$ cat src/rtl/esb_pkg.sv
package esb_pkg;

    typedef enum logic [1:0] {
        PQ_IDLE   = 2'b00,
        PQ_MASKED = 2'b01,
        PQ_SENT   = 2'b10,
        PQ_AGAIN  = 2'b11
    } pq_e;

    typedef enum logic [2:0] {
        OP_NONE,
        OP_GET,
        OP_EOI,
        OP_SET,
        OP_TRIG
    } op_e;

    typedef struct packed {
        pq_e  st;
        logic fire;
    } step_t;

    localparam logic [11:0] OFS_EOI_LD = 12'h000;
    localparam logic [11:0] OFS_EOI_ST = 12'h400;
    localparam logic [11:0] OFS_GET    = 12'h800;

    function automatic step_t on_trigger(pq_e s);
        step_t r;
        r.fire = 1'b0;
        case (s)
            PQ_IDLE:   begin r.st = PQ_SENT; r.fire = 1'b1; end
            PQ_MASKED: r.st = PQ_MASKED;
            default:   r.st = PQ_AGAIN;
        endcase
        return r;
    endfunction

    function automatic step_t on_eoi(pq_e s);
        step_t r;
        r.fire = 1'b0;
        case (s)
            PQ_MASKED: r.st = PQ_MASKED;
            PQ_AGAIN:  begin r.st = PQ_SENT; r.fire = 1'b1; end
            default:   r.st = PQ_IDLE;
        endcase
        return r;
    endfunction

endpackage

$ cat src/rtl/esb_decode.sv
module esb_decode
    import esb_pkg::*;
#(
    parameter int NUM_SRC   = 8,
    parameter int SHIFT     = 13,
    parameter bit STORE_EOI = 1'b1,
    parameter int IDX_W     = 3,
    parameter int ADDR_W    = 17
) (
    input  logic              req_valid,
    input  logic              req_write,
    input  logic [ADDR_W-1:0] req_addr,
    output logic              hit,
    output op_e               op,
    output pq_e               set_val,
    output logic [IDX_W-1:0]  src_idx
);

    localparam bit TWO_PAGE = (SHIFT % 2) == 1;
    localparam int MGMT_W   = TWO_PAGE ? SHIFT - 1 : SHIFT;

    logic [IDX_W:0]    src_f;
    logic [MGMT_W-1:0] off;
    logic [11:0]       lo;
    logic              hi_zero;
    logic              mgmt_pg;
    logic              trig_pg;
    logic              in_range;
    logic              aligned;

    assign src_f    = req_addr[ADDR_W-1:SHIFT];
    assign off      = req_addr[MGMT_W-1:0];
    assign lo       = off[11:0];
    assign hi_zero  = (off >> 12) == '0;
    assign in_range = 32'(src_f) < NUM_SRC;
    assign aligned  = off[2:0] == 3'b000;
    assign src_idx  = src_f[IDX_W-1:0];

    generate
        if (TWO_PAGE) begin : g_split
            assign mgmt_pg = req_addr[SHIFT-1];
            assign trig_pg = ~req_addr[SHIFT-1];
        end else begin : g_shared
            assign mgmt_pg = 1'b1;
            assign trig_pg = 1'b1;
        end
    endgenerate

    always_comb begin
        op      = OP_NONE;
        set_val = PQ_IDLE;
        if (!req_write) begin
            if (mgmt_pg && hi_zero) begin
                if (lo == OFS_EOI_LD) begin
                    op = OP_EOI;
                end else if (lo == OFS_GET) begin
                    op = OP_GET;
                end else if (lo[11:10] == 2'b11 && lo[7:0] == 8'h00) begin
                    op      = OP_SET;
                    set_val = pq_e'(lo[9:8]);
                end
            end
        end else begin
            if (mgmt_pg && hi_zero && lo == OFS_EOI_ST) begin
                op = STORE_EOI ? OP_EOI : OP_NONE;
            end else if (trig_pg) begin
                op = OP_TRIG;
            end
        end
    end

    assign hit = req_valid && in_range && aligned && (op != OP_NONE);

endmodule

$ cat src/rtl/esb_cell.sv
module esb_cell
    import esb_pkg::*;
#(
    parameter bit IS_LEVEL = 1'b0
) (
    input  logic clk,
    input  logic rst,
    input  logic op_hit,
    input  op_e  op,
    input  pq_e  set_val,
    input  logic line_in,
    output pq_e  state,
    output logic asserted,
    output logic fire
);

    pq_e   st_q;
    pq_e   st_d;
    pq_e   mid;
    logic  line_q;
    logic  rise;
    logic  did_eoi;
    logic  retrig;
    logic  trig;
    logic  fire_op;
    step_t s_op;
    step_t s_tr;

    assign rise = line_in & ~line_q;

    always_comb begin
        mid     = st_q;
        fire_op = 1'b0;
        did_eoi = 1'b0;
        s_op    = on_eoi(st_q);
        if (op_hit) begin
            case (op)
                OP_EOI: begin
                    mid     = s_op.st;
                    fire_op = s_op.fire;
                    did_eoi = 1'b1;
                end
                OP_SET:  mid = set_val;
                default: mid = st_q;
            endcase
        end
        retrig = IS_LEVEL && did_eoi && st_q[1] && !mid[1] && line_q;
        trig   = rise || (op_hit && op == OP_TRIG) || retrig;
        s_tr   = on_trigger(mid);
        st_d   = trig ? s_tr.st : mid;
        fire   = fire_op || (trig && s_tr.fire);
    end

    always_ff @(posedge clk) begin
        if (rst) begin
            st_q   <= PQ_IDLE;
            line_q <= 1'b0;
        end else begin
            st_q   <= st_d;
            line_q <= line_in;
        end
    end

    assign state    = st_q;
    assign asserted = IS_LEVEL ? line_q : 1'b0;

    AST_FIRE_LEAVES_SENT: assert property (@(posedge clk) disable iff (rst)
        fire |=> st_q[1]);

    AST_MASKED_HOLDS: assert property (@(posedge clk) disable iff (rst)
        (st_q == PQ_MASKED && !op_hit) |=> st_q == PQ_MASKED);

    AST_LEVEL_REFIRE: assert property (@(posedge clk) disable iff (rst)
        (IS_LEVEL && op_hit && op == OP_EOI && st_q == PQ_SENT && line_q)
        |=> st_q == PQ_SENT);

endmodule

$ cat src/rtl/esb_notify.sv
module esb_notify #(
    parameter int NUM_SRC = 8,
    parameter int IDX_W   = 3
) (
    input  logic               clk,
    input  logic               rst,
    input  logic [NUM_SRC-1:0] fire,
    input  logic               ready,
    output logic               valid,
    output logic [IDX_W-1:0]   src
);

    logic [NUM_SRC-1:0] pend_q;
    logic [NUM_SRC-1:0] clr;
    logic [IDX_W-1:0]   pick;
    logic [IDX_W-1:0]   sel_q;
    logic               locked_q;
    logic               take;

    always_comb begin
        pick = '0;
        for (int i = NUM_SRC - 1; i >= 0; i--) begin
            if (pend_q[i]) pick = IDX_W'(i);
        end
    end

    assign src   = locked_q ? sel_q : pick;
    assign valid = |pend_q;
    assign take  = valid && ready;
    assign clr   = take ? (NUM_SRC'(1) << src) : '0;

    always_ff @(posedge clk) begin
        if (rst) begin
            pend_q   <= '0;
            sel_q    <= '0;
            locked_q <= 1'b0;
        end else begin
            pend_q   <= (pend_q & ~clr) | fire;
            sel_q    <= src;
            locked_q <= valid && !ready;
        end
    end

    AST_OFFER_HELD: assert property (@(posedge clk) disable iff (rst)
        (valid && !ready) |=> (valid && $stable(src)));

endmodule

$ cat src/rtl/esb_source_bank.sv
module esb_source_bank
    import esb_pkg::*;
#(
    parameter int                  NUM_SRC    = 8,
    parameter int                  SHIFT      = 13,
    parameter bit                  STORE_EOI  = 1'b1,
    parameter logic [NUM_SRC-1:0]  LEVEL_MASK = 8'hC0,
    localparam int                 IDX_W      = (NUM_SRC > 1) ? $clog2(NUM_SRC) : 1,
    localparam int                 ADDR_W     = SHIFT + IDX_W + 1
) (
    input  logic               clk,
    input  logic               rst,
    input  logic [NUM_SRC-1:0] irq_line,
    input  logic               req_valid,
    input  logic               req_write,
    input  logic [ADDR_W-1:0]  req_addr,
    output logic               rsp_valid,
    output logic [63:0]        rsp_data,
    output logic               ntf_valid,
    input  logic               ntf_ready,
    output logic [IDX_W-1:0]   ntf_src
);

    logic               hit;
    op_e                op;
    pq_e                set_val;
    logic [IDX_W-1:0]   src_idx;
    pq_e                cell_state [NUM_SRC];
    logic [NUM_SRC-1:0] cell_asserted;
    logic [NUM_SRC-1:0] cell_fire;
    logic               rsp_valid_q;
    logic [63:0]        rsp_data_q;

    esb_decode #(
        .NUM_SRC   (NUM_SRC),
        .SHIFT     (SHIFT),
        .STORE_EOI (STORE_EOI),
        .IDX_W     (IDX_W),
        .ADDR_W    (ADDR_W)
    ) u_decode (
        .req_valid (req_valid),
        .req_write (req_write),
        .req_addr  (req_addr),
        .hit       (hit),
        .op        (op),
        .set_val   (set_val),
        .src_idx   (src_idx)
    );

    generate
        for (genvar i = 0; i < NUM_SRC; i++) begin : g_src
            esb_cell #(
                .IS_LEVEL (LEVEL_MASK[i])
            ) u_cell (
                .clk      (clk),
                .rst      (rst),
                .op_hit   (hit && (src_idx == IDX_W'(i))),
                .op       (op),
                .set_val  (set_val),
                .line_in  (irq_line[i]),
                .state    (cell_state[i]),
                .asserted (cell_asserted[i]),
                .fire     (cell_fire[i])
            );
        end
    endgenerate

    esb_notify #(
        .NUM_SRC (NUM_SRC),
        .IDX_W   (IDX_W)
    ) u_notify (
        .clk   (clk),
        .rst   (rst),
        .fire  (cell_fire),
        .ready (ntf_ready),
        .valid (ntf_valid),
        .src   (ntf_src)
    );

    always_ff @(posedge clk) begin
        if (rst) begin
            rsp_valid_q <= 1'b0;
            rsp_data_q  <= '0;
        end else begin
            rsp_valid_q <= req_valid && !req_write;
            if (req_valid && !req_write) begin
                rsp_data_q <= (hit) ? {61'b0, cell_asserted[src_idx], cell_state[src_idx]}
                                    : '1;
            end
        end
    end

    assign rsp_valid = rsp_valid_q;
    assign rsp_data  = rsp_data_q;

    AST_LOAD_ANSWERS: assert property (@(posedge clk) disable iff (rst)
        (req_valid && !req_write) |=> rsp_valid);

    AST_STORE_SILENT: assert property (@(posedge clk) disable iff (rst)
        (req_valid && req_write) |=> !rsp_valid);

    AST_FAR_SOURCE_ONES: assert property (@(posedge clk) disable iff (rst)
        (req_valid && !req_write && 32'(req_addr[ADDR_W-1:SHIFT]) >= NUM_SRC)
        |=> rsp_data == '1);

endmodule

$ cat config.mk
export PLATFORM = sky130hd
export DESIGN_NAME = esb_source_bank
export DESIGN_NICKNAME = d
export VERILOG_FILES = /design/src/rtl/esb_pkg.sv /design/src/rtl/esb_decode.sv /design/src/rtl/esb_cell.sv /design/src/rtl/esb_notify.sv /design/src/rtl/esb_source_bank.sv
export SDC_FILE = /design/constraint.sdc
export NUM_CORES = 1
export LEC_CHECK = 0
export BUFFER_PORTS_ARGS = -buffer_cell sky130_fd_sc_hd__buf_4
export CAP_MARGIN = 0
export CORE_MARGIN = 2
export CORE_UTILIZATION = 40
export CTS_CLUSTER_SIZE = 30
export DETAILED_ROUTE_END_ITERATION = 16
export HOLD_SLACK_MARGIN = 0.03
export PLACE_DENSITY = 0.72
export SYNTH_ARGS = -nofsm -noshare
export SYNTH_HDL_FRONTEND = slang
export SYNTH_SLANG_ARGS = --single-unit
$ cat constraint.sdc
create_clock -name clk -period 2.5 [get_ports clk]
set_input_delay 0.125 -clock clk [delete_from_list [all_inputs] [get_ports clk]]
set_output_delay 0.125 -clock clk [all_outputs]
set_load 0.01 [all_outputs]
# [Yosys cells after proc, flatten, opt, wreduce, memory -nomap -nowiden]
# Index checks and enable logic that the tools add are counted.
[totals] register_bits=101 inputBits=30 output_inout_bits=69 elab_cells=259
[op_classes] magnitude_cmp=3 n_eq_ne=37 shifts=1 mux=103 n_bitwise=20 reduce_logical=74
[ops] op="$pmux W2 S2" count=24
[ops] op="$mux W64" count=1
[ops] op="$mux W2" count=24
[ops] op="$mux W3" count=15
[ops] op="$logic_and A1 B1 Y1" count=38
[ops] op="$mux W1" count=36
[ops] op="$eq A2 B1 Y1 const B" count=16
[ops] op="$eq A2 B2 Y1 const B" count=9
[ops] op="$logic_or A1 B1 Y1" count=18
[ops] op="$logic_not A2 Y1" count=8
[ops] op="$eq A3 B3 Y1 const B" count=5
[ops] op="$eq A12 B11 Y1 const B" count=1
[ops] op="$eq A12 B12 Y1 const B" count=1
[ops] op="$eq A3 B2 Y1 const B" count=4
[ops] op="$logic_not A12 Y1" count=1
[ops] op="$and A1 B1 Y1" count=8
[ops] op="$and A8 B8 Y8" count=1
[ops] op="$logic_not A8 Y1" count=1
[ops] op="$mux W8" count=1
[ops] op="$not A1 Y1" count=8
[ops] op="$not A8 Y8" count=1
[ops] op="$or A8 B8 Y8" count=1
[ops] op="$reduce_or A8 Y1" count=1
[ops] op="$shl A1 B3 Y8 const A" count=1
[ops] op="other kinds (10)" count=14

# [Longest topological paths before layout]
# Gate-level depths: netlist (run 1).
[depth] word_depth=18 depth_mapped=8 ltp_nobuf=8

# [Cells and area by module]
# Synthesis (run 1) repeated with hierarchy kept, for this count alone.
[unflattened] cells_unflattened=410 hier_area_um2=3395.8
[by_module_without_submodules] mod="esb_cell at g_src[0].u_cell ..." n_inst=6 cells_each=24 area_per_inst_um2=214.0 seq_area_each_um2=60.1
[by_module_without_submodules] mod="esb_source_bank" n_inst=1 cells_each=116 area_per_inst_um2=894.6 seq_area_each_um2=100.1
[by_module_without_submodules] mod="esb_notify" n_inst=1 cells_each=70 area_per_inst_um2=595.6 seq_area_each_um2=240.2
[by_module_without_submodules] mod="esb_cell at g_src[6].u_cell ..." n_inst=2 cells_each=26 area_per_inst_um2=212.7 seq_area_each_um2=60.1
[by_module_without_submodules] mod="esb_decode" n_inst=1 cells_each=28 area_per_inst_um2=196.4 seq_area_each_um2=0.0

# [Worst setup path after synthesis (run 1)]
# No wires, ideal clock.
[synth_path] path_type="input-to-reg" start="input req_addr[4]" end="register u_notify.pend_q[6]" setup_ns=0.084 arrival_time_ns=2.076 required_ns=2.416 setup_slack_ns=0.340 cell_stages=7 path_buffers=0 cell_sequence="or4_4 > or3_1 > or4_1 > o21ba_1 > o31ai_2 > nand2_1 > o31ai_2"
[synth_between] elab_chain_cells=18 elab_cells_between_ends=41 cone_classes="eq/ne (5); mux (18); bitwise (1); reduce/logical (17)"
[synth_rtl] element="start, declared" line_no="esb_source_bank.sv:16" rtl="input logic [ADDR_W-1:0] req_addr,"
[synth_rtl] element="branches (longest 16 deep; another with $logic_not A8 Y1)"
[synth_rtl] element="$logic_or A1 B1 Y1 (*)" line_no="esb_cell.sv:51" rtl="fire = fire_op || (trig && s_tr.fire);"
[synth_rtl] element="$or A8 B8 Y8 (*)" line_no="esb_notify.sv:38" rtl="pend_q <= (pend_q & ~clr) | fire;"
[synth_rtl] element="end signal, assigned" line_no="esb_notify.sv:38"
[synth_rtl] element="end, declared" line_no="esb_notify.sv:13" rtl="logic [NUM_SRC-1:0] pend_q;"
# Every way passes the cells marked *.
# A chain may end at the register's enable or synchronous reset.

# [Final worst setup path (run 1)]
# Same ends and word-level chain as after synthesis.

==> flow_summary.yaml, run 1 <==
setup_path:
  crit_start: "req_addr[4]"
  crit_required_ns: 2.72
  cp.depth: 9
  worst_setup_path_start_kind: "input port"
  r2r_slack_ns: 0.53
  critPathTopFamily: "simple AND/OR/NAND/NOR gates"
  regToRegStartpoint: "u_notify.pend_q[5]"
  crit_path_cell_trace: "buf_4 -> or4_4 -> or3_1 -> buf_4 -> nor2_4 -> nand3_1 -> or3_1 -> a21o_1 -> o31ai_2"
  crit_end: "u_notify.pend_q[6]"
  arrival_ns: 2.36
  crit_path_max_incr_delay_ns: 0.54
  crit_slowest_cell: "or4_4"
  cp_max_fo: 11
  reg2reg_depth: 7
  endpoint_kind: "register"
  critPathKind: "in -> reg"
  cp_num_buf_inv: 2
  rr_endpoint: "u_notify.pend_q[6]"
placed_design:
  hpwl_um: 5900
  port_buffers: 98
  place.gp.congestion: 0.926
  placed_cells: 501
  place_area_um2: 3300
detailed_routing:
  num_vias: 2837
  remaining_drc_errors: 0
  first_pass_iters: 5
  avgViaCountPerCell: 5.56
  wl_per_cell_um: 15.1
  antenna_left: 0
  drt_wl_total_um: 7680
  drt_iter0_drc: 235
timing:
  finalHoldViolCount: 0
  fmax_ghz: 0.466
  slew_headroom_pct: 40.6
  post-route-period-util_pct: 85.8
  rsz0062_at_grt: "no"
  setup_violations: 0
  period_minus_slack_ns: 2.14
  fin_skew_ns: 0.00773
  slew_viol_final: 0
  setup_tns_ns: 0
  tightest_slew_ns: 0.891
floorplanning:
  core_um2: 6870
  start_util_pct: 41.7
  ios: 99
  die_area_um2: 7850
  rows: 30
  die_w_um: 88.6
  die_h_um: 88.6
clock_network:
  clk_pin_slew_worst_paths_ns: 0.09
  cts-root-buf: "clkbuf_8"
  cts_resized: 0
  post_cts_buffers: 0
  cts_tree: "yes"
  clk_latency_ns: 0.30
  clockBufferDepth: 2
  ctsHtreeMaxLevel: 2
  cts.sinks: 41
  cts_made_buffers: 5
global_routing:
  antenna_found_initial: 0
  grt_first_pass_wirelength_um: 11900
  grt_pass1_vias: 2403
  overflow: 0
  grt_start_max_net_pins: 63
  track_usage_pct: 19.5
synth:
  ys_warn_count: 0
  syn_avg_cell_area_um2: 7.78
  yosysUniqueCellTypes: 54
  synthArstFlopShare_pct: 0
  synth_seq_cells: 41
  synth_cells: 368
  syn_nets: 398
  synth_ff_type: "dfxtp_1"
  synth_area_um2: 2860
  synth_edf_count: 0
  yosysSeqAreaShare_pct: 28.7
layout:
  syn2layout_area_growth_pct: 18.7
  fin_area_um2: 3400
  drive_gt1_share_pct: 31.6
  final_common_cell: "buf_4"
  diodes: 0
  n_fill_cell: 672
  nets: 443
  layout.cells.non_filler: 510
  layout_common_cells: "108 x buf_4, 40 x dfxtp_1, 33 x nor2_1"
job:
  drv_cap: 0
min_path:
  min_path_type: "in -> reg"
power:
  power_density_nw_per_um2: 495
  ir_worst_vdd_v: 0.000193
  leakage_nw: 1.41
run_status:
  status: "completed"
worst min-delay path, stage by stage:
cell and delay (ns):
buf_4 0.07, inv_1 0.04, nor2_1 0.08
state kept, by name (all words and copies together), names as in the netlist:
register / cells
g_src.u_cell.asserted: 2
g_src.u_cell.line_q: 6
g_src.u_cell.state: 16
rsp_data: 4
rsp_valid: 1
u_notify.locked_q: 1
u_notify.pend_q: 8
u_notify.sel_q: 3
metrics by stage:
step	total power [mW]	setup WS, ns	hold WS, ns	util [%]
6_report	1.68	0.356	0.0411	49.5
5_1_grt	1.77	0.304	0.0677	49.5
4_1_cts	1.69	0.367	0.0420	49.5
3_5_place_dp	1.25	0.0693	0.310	48.1
3_3_place_gp	1.24	0.139	0.306	48.1
2_1_floorplan	1.11	0.340	0.201	-
cell usage after synthesis (4+ instances only):
cell	count	area share [%]
nand2_1	25	3.3
buf_4	60	16
dfxtp_1	41	29
o21a_1	4	1.0
mux4_2	4	3.1
and2_1	4	0.87
nor3_1	10	1.7
inv_1	14	1.8
nand4_1	11	2.4
nor2_1	33	4.3
clkbuf_1	8	1.0
nand2b_1	13	2.8
o21ai_0	17	3.0
nor2b_1	9	2.0
or3_1	8	1.7
o22ai_1	6	1.3
a31oi_1	11	2.4
a21oi_1	23	4.0
nand3_1	10	1.7
repair_timing:
item | CTS | global route
endpoints found under the setup margin | 0 | 0
hold endpoints to repair | 1 | 0
hold buffers | 1 | 0
how the worst min path moves through the flow:
stage                      from                      to  slack, ns  cells after the start
detailed placement    ntf_ready       u_notify.locked_q       0.31                      2
global route        irq_line[2]  g_src[2].u_cell.line_q       0.07                      3
finish              irq_line[1]  g_src[1].u_cell.line_q       0.04                      3
CTS                 irq_line[1]  g_src[1].u_cell.line_q       0.04                      3
floorplan             ntf_ready       u_notify.locked_q       0.20                      1
global placement      ntf_ready       u_notify.locked_q       0.31                      2
per-layer routing:
| layer | global-route usage [%] | wire length, µm | vias to the layer above |
|---|---|---|---|
| met5 | 0 | 0 | - |
| met4 | 7.02 | 169 | 0 |
| met3 | 3.73 | 574 | 13 |
| met2 | 31.9 | 3480 | 140 |
| met1 | 25.8 | 3460 | 1325 |
| li1 | - | - | 1359 |
power breakdown:
part           internal (mW)  switching [mW]
Combinational          0.238           0.238
Clock                  0.193           0.248
Sequential             0.705          0.0594
area by class of cell:
type	count	area (µm²)	area share [%]
multi-input cells	242	1500	44.1
flip-flops and latches	41	822	24.2
repair buffers	109	821	24.1
well taps	96	120	3.53
clock buffers	5	68.8	2.02
inverters	14	52.6	1.55
clock inverters	3	17.5	0.515
kinds of logic (layout without fill, tap and decap cells):
group | Yosys count | after routing | synth area share (%)
AO/OA/AOI/OAI | 91 | 91 | 21.1
XOR/XNOR | 1 | 1 | 0.306
buffers and inverters | 85 | 131 | 19.0
flip-flops | 41 | 41 | 28.7
multiplexers | 9 | 9 | 4.98
AND/OR/NAND/NOR | 141 | 141 | 26.0
No activity file was read; power rests on OpenSTA's default activity.
==> inputs of run 2 (changes only) <==
--- a/config.mk
+++ b/config.mk
@@ -7,12 +7,13 @@
 export LEC_CHECK = 0
 export BUFFER_PORTS_ARGS = -buffer_cell sky130_fd_sc_hd__buf_4
 export CAP_MARGIN = 0
-export CORE_MARGIN = 2
-export CORE_UTILIZATION = 40
+export CELL_PAD_IN_SITES_DETAIL_PLACEMENT = 1
+export CELL_PAD_IN_SITES_GLOBAL_PLACEMENT = 2
+export CORE_UTILIZATION = 28
 export CTS_CLUSTER_SIZE = 30
 export DETAILED_ROUTE_END_ITERATION = 16
 export HOLD_SLACK_MARGIN = 0.03
-export PLACE_DENSITY = 0.72
+export PLACE_DENSITY = 0.87
 export SYNTH_ARGS = -nofsm -noshare
 export SYNTH_HDL_FRONTEND = slang
 export SYNTH_SLANG_ARGS = --single-unit
==> run 2 against run 1 <==
Core utilization decreased by 14 points. Clock skew decreased by 0.0021 ns. Critical path type unchanged. Sequential share of layout area decreased by 0.43 points.
==> flow_summary.yaml, run 2 (synthesized netlist as in run 1, its figures left out) <==
run_status:
  status: "completed"
timing:
  fin_skew_ns: 0.00567
  slew_viol_final: 0
  setup_tns_ns: 0
  slew_headroom_pct: 38.5
  finalHoldViolCount: 0
  setup_violations: 0
  rsz0062_at_grt: "no"
  fmax_ghz: 0.476
  period_minus_slack_ns: 2.10
  fin_ws_ns: 0.401
  post-route-period-util_pct: 84.0
  tightest_slew_ns: 0.922
layout:
  diodes: 0
  layout_common_cells: "108 x buf_4, 40 x dfxtp_1, 33 x nor2_1"
  largest_reg_flops: 16
  final_common_cell: "buf_4"
  regArea_um2: 822
  multi_input_area_um2: 1500
  n_fill_cell: 1221
  drive_gt1_share_pct: 31.6
  nets: 443
  syn2layout_area_growth_pct: 20.8
clock_network:
  cts.sinks: 41
  cts-root-buf: "clkbuf_8"
  holdBufCountCts: 1
  cts_tree: "yes"
  clk_latency_ns: 0.30
  clockBufferDepth: 2
  clk_pin_slew_worst_paths_ns: 0.08
  post_cts_buffers: 0
  ctsHtreeMaxLevel: 2
  cts_made_buffers: 5
  cts_resized: 0
setup_path:
  crit_path_cell_trace: "buf_4 -> or4_4 -> nor4_1 -> buf_4 -> and4_1 -> mux2_1 -> a31oi_1 -> nand2b_1 -> a21oi_1"
  crit_start: "req_addr[4]"
  arrival_ns: 2.26
  crit_slowest_cell: "or4_4"
  worst_setup_path_start_kind: "input port"
  crit_required_ns: 2.67
  cp_num_buf_inv: 2
  cp_common_cell: "buf_4"
  crit_path_max_incr_delay_ns: 0.54
  critPathTopFamily: "simple AND/OR/NAND/NOR gates"
  critPathKind: "in -> reg"
  regToRegStartpoint: "u_notify.pend_q[3]"
  cp_max_fo: 4
  endpoint_kind: "register"
global_routing:
  grt_pass1_vias: 2755
  overflow: 0
  grt_first_pass_wirelength_um: 13900
  antenna_found_initial: 0
  grt_start_max_net_pins: 63
  track_usage_pct: 17.1
placed_design:
  port_buffers: 98
  hpwl_um: 6880
  place.gp.congestion: 0.857
  pre_cts_ws_ns: 0.111
min_path:
  hold_path.startpoint: "irq_line[6]"
  min_path_type: "in -> reg"
detailed_routing:
  antenna_left: 0
  drt_iter0_drc: 112
  first_pass_iters: 5
  remaining_drc_errors: 0
  drt_wl_total_um: 8800
  num_vias: 2881
  avgViaCountPerCell: 5.27
  wl_per_cell_um: 16.1
power:
  netSwitchingPower_mw: 0.548
  p_comb_share_pct: 27.6
  power_density_nw_per_um2: 502
  leakage_nw: 1.42
  p_clk_share_pct: 28.3
  p_int_mw: 1.19
  pwr-share-seq_pct: 44.1
  swShare_pct: 31.5
  ir_worst_vdd_v: 0.000191
floorplanning:
  die_w_um: 103
  die_h_um: 103
  die_area_um2: 10600
  rows: 36
  start_util_pct: 29.0
  ios: 99
  core_um2: 9860
job:
  drv_cap: 0
-- run 2: cell count changes in the layout (fill, tap and decap cells not counted), sizes merged --
cell | before | now
clkbuf | 5 | 7
clkinvlp | 1 | 0
clkinv | 2 | 1
-- run 2: through the flow --
stage | instance area [µm²] | util [%] | std cells | hold WS, ns | power (mW)
finish | 3460 | 35.1 | 547 | 0.0520 | 1.74
global route | 3460 | 35.1 | 547 | 0.0394 | 1.85
CTS | 3460 | 35.1 | 547 | 0.0500 | 1.75
detailed placement | 3350 | 34.0 | 538 | 0.306 | 1.26
global placement | 3350 | 34.0 | 538 | 0.306 | 1.25
floorplan | 2860 | - | 368 | 0.201 | 1.11
-- run 2: worst paths after layout --
path | to | slack (ns) | cells past startpoint
min reg2reg | rsp_data[2] | 0.51 | 2
min | g_src[6].u_cell.asserted | 0.05 | 2
max | g_src[7].u_cell.state[0] | 0.40 | 9
max reg2reg | u_notify.pend_q[7] | 0.54 | 7
-- run 2: layout make-up --
cell class | count | share of cell area (%)
Clock buffer | 7 | 2.78
Clock inverter | 1 | 0.145
Inverter | 14 | 1.52
Multi-Input combinational cell | 242 | 43.3
Sequential cell | 41 | 23.8
Tap cell | 133 | 4.81
Timing Repair Buffer | 109 | 23.7
-- run 2: worst register-to-register path: stages, from the launching register on --
cell     delay (ns)
dfxtp_1        0.34
or4_1          0.59
o21ai_0        0.18
and3_1         0.20
nand2_1        0.09
o21a_1         0.18
a41oi_1        0.17
a21oi_1        0.09
-- run 2: power by group through the flow --
stage / clock network (mW) / registers [mW] / logic, mW
3_5_place_dp: 0 / 0.782 / 0.481
2_1_floorplan: 0 / 0.761 / 0.344
4_1_cts: 0.501 / 0.767 / 0.484
6_report: 0.491 / 0.767 / 0.481
5_1_grt: 0.535 / 0.778 / 0.534
3_3_place_gp: 0 / 0.777 / 0.470
-- run 2: layer usage --
layer / share of wire [%] / GRT usage, % / vias to the layer above
li1: - / - / 1359
met1: 44 / 21.3 / 1382
met2: 46 / 29.2 / 131
met3: 8.1 / 4.00 / 9
met4: 1.3 / 5.20 / 0
met5: 0 / 0 / -
==> inputs of run 3 (changes only) <==
==> constraint.sdc (replaced) <==
create_clock -name clk -period 2.1 [get_ports clk]
set_input_delay 0.105 -clock clk [delete_from_list [all_inputs] [get_ports clk]]
set_output_delay 0.105 -clock clk [all_outputs]
set_load 0.01 [all_outputs]
==> run 3 against run 2 <==
Sequential share of layout area is 1.4 points lower. Largest power group unchanged. Global-route usage up 0.15 points. Highest routed layer unchanged. Setup slack lost 0.32 ns.
==> flow_summary.yaml, run 3 (synthesized netlist as in run 1, its figures left out) <==
global_routing:
  overflow: 0
  grt_start_max_net_pins: 51
  grt_pass1_vias: 2791
  track_usage_pct: 17.2
  antenna_found_initial: 0
  grt_first_pass_wirelength_um: 13900
layout:
  diodes: 0
  n_fill_cell: 1204
  nets: 470
  largest_reg_flops: 16
  layout.cells.non_filler: 574
  drive_gt1_share_pct: 35.6
  layout_common_cells: "131 x buf_4, 40 x dfxtp_1, 33 x nor2_1"
  fin_area_um2: 3670
  utilization_pct: 37.3
  final_common_cell: "buf_4"
  syn2layout_area_growth_pct: 28.3
floorplanning:
  ios: 99
  start_util_pct: 29.0
  die_area_um2: 10600
  rows: 36
  die_w_um: 103
  die_h_um: 103
  core_um2: 9860
timing:
  post-route-period-util_pct: 96.0
  tightest_slew_ns: 0.472
  finalHoldViolCount: 0
  period_minus_slack_ns: 2.02
  fmax_ghz: 0.496
  setup_violations: 0
  fin_ws_ns: 0.0847
  rsz0062_at_grt: "no"
  slew_viol_final: 0
  slew_headroom_pct: 68.5
  fin_skew_ns: 0.00952
setup_path:
  crit_start: "req_addr[4]"
  cp_max_fo: 11
  critPathKind: "in -> reg"
  regToRegStartpoint: "u_notify.pend_q[3]"
  arrival_ns: 2.24
  crit_required_ns: 2.32
  worst_setup_path_start_kind: "input port"
  endpoint_kind: "register"
clock_network:
  cts_made_buffers: 5
  ctsHtreeMaxLevel: 2
  clockBufferDepth: 2
  clk_pin_slew_worst_paths_ns: 0.08
  cts_tree: "yes"
  cts.sinks: 41
  clk_latency_ns: 0.30
  post_cts_buffers: 0
  cts-root-buf: "clkbuf_8"
power:
  ir_worst_vdd_v: 0.000261
  p_clk_share_pct: 25.4
  swShare_pct: 32.3
  power_density_nw_per_um2: 550
  pwr-share-seq_pct: 44.5
  leakage_nw: 1.54
  netSwitchingPower_mw: 0.654
  p_int_mw: 1.37
  p_comb_share_pct: 30.1
placed_design:
  place_area_um2: 3530
  hpwl_um: 7070
  place.gp.congestion: 0.901
  pre_cts_ws_ns: -0.224
  port_buffers: 98
  placed_cells: 561
min_path:
  min_path_type: "in -> reg"
  hold_path.startpoint: "irq_line[6]"
detailed_routing:
  antenna_left: 0
  remaining_drc_errors: 0
  num_vias: 2925
  drt_iter0_drc: 140
  drt_wl_total_um: 8940
  wl_per_cell_um: 15.6
  first_pass_iters: 4
  avgViaCountPerCell: 5.10
job:
  drv_cap: 0
run_status:
  status: "completed"
[run 3: per-layer routing]
layer	GRT usage [%]	part of all wire, %
met5	0	0
met4	5.74	1.7
met2	31.0	49
met1	20.4	44
met3	3.53	6.0
[run 3: stage by stage]
| stage | TNS, ns | hold slack (ns) | power, mW |
|---|---|---|---|
| 3_5_place_dp | -3.19 | 0.289 | 1.52 |
| 6_report | 0 | 0.0276 | 2.02 |
| 3_3_place_gp | -2.13 | 0.286 | 1.50 |
| 2_1_floorplan | -0.0717 | 0.181 | 1.32 |
| 5_1_grt | 0 | 0.0365 | 2.14 |
| 4_1_cts | 0 | 0.0301 | 2.04 |
[run 3: final timing paths]
kind | end | slack, ns | depth (start not counted)
max | u_notify.pend_q[6] | 0.08 | 9
min | g_src[6].u_cell.asserted | 0.03 | 2
max reg2reg | u_notify.pend_q[6] | 0.14 | 7
min reg2reg | rsp_data[0] | 0.52 | 2
[run 3: what timing repair did]
action	CTS	global route
setup endpoints to repair	0	4
hold buffers	5	0
endpoints found under the hold margin	5	0
gates resized for setup	0	3
[run 3: final cells by class]
class                           instances  area, µm²  area share (%)
Timing Repair Buffer                  136       1030            28.1
Sequential cell                        41        822            22.4
Multi-Input combinational cell        242       1520            41.3
Clock buffer                            6       72.6            1.97
Inverter                               14       52.6            1.43
Clock inverter                          2       10.0           0.272
Tap cell                              133        166            4.53
[run 3: power by group through the flow]
stage	Clock (mW)	Sequential, mW	Combinational, mW
after global placement	0	0.913	0.586
final	0.514	0.899	0.608
after CTS	0.529	0.897	0.609
after detailed placement	0	0.914	0.601
after floorplan	0	0.906	0.410
after global routing	0.564	0.909	0.671
[run 3: critical path, cell delays in order]
cell and delay [ns]:
buf_4 0.11, or4_4 0.54, or3_4 0.40, buf_4 0.19, nor2_4 0.16, nand3_1 0.12
or3_1 0.37, a21o_1 0.20, o31ai_2 0.05
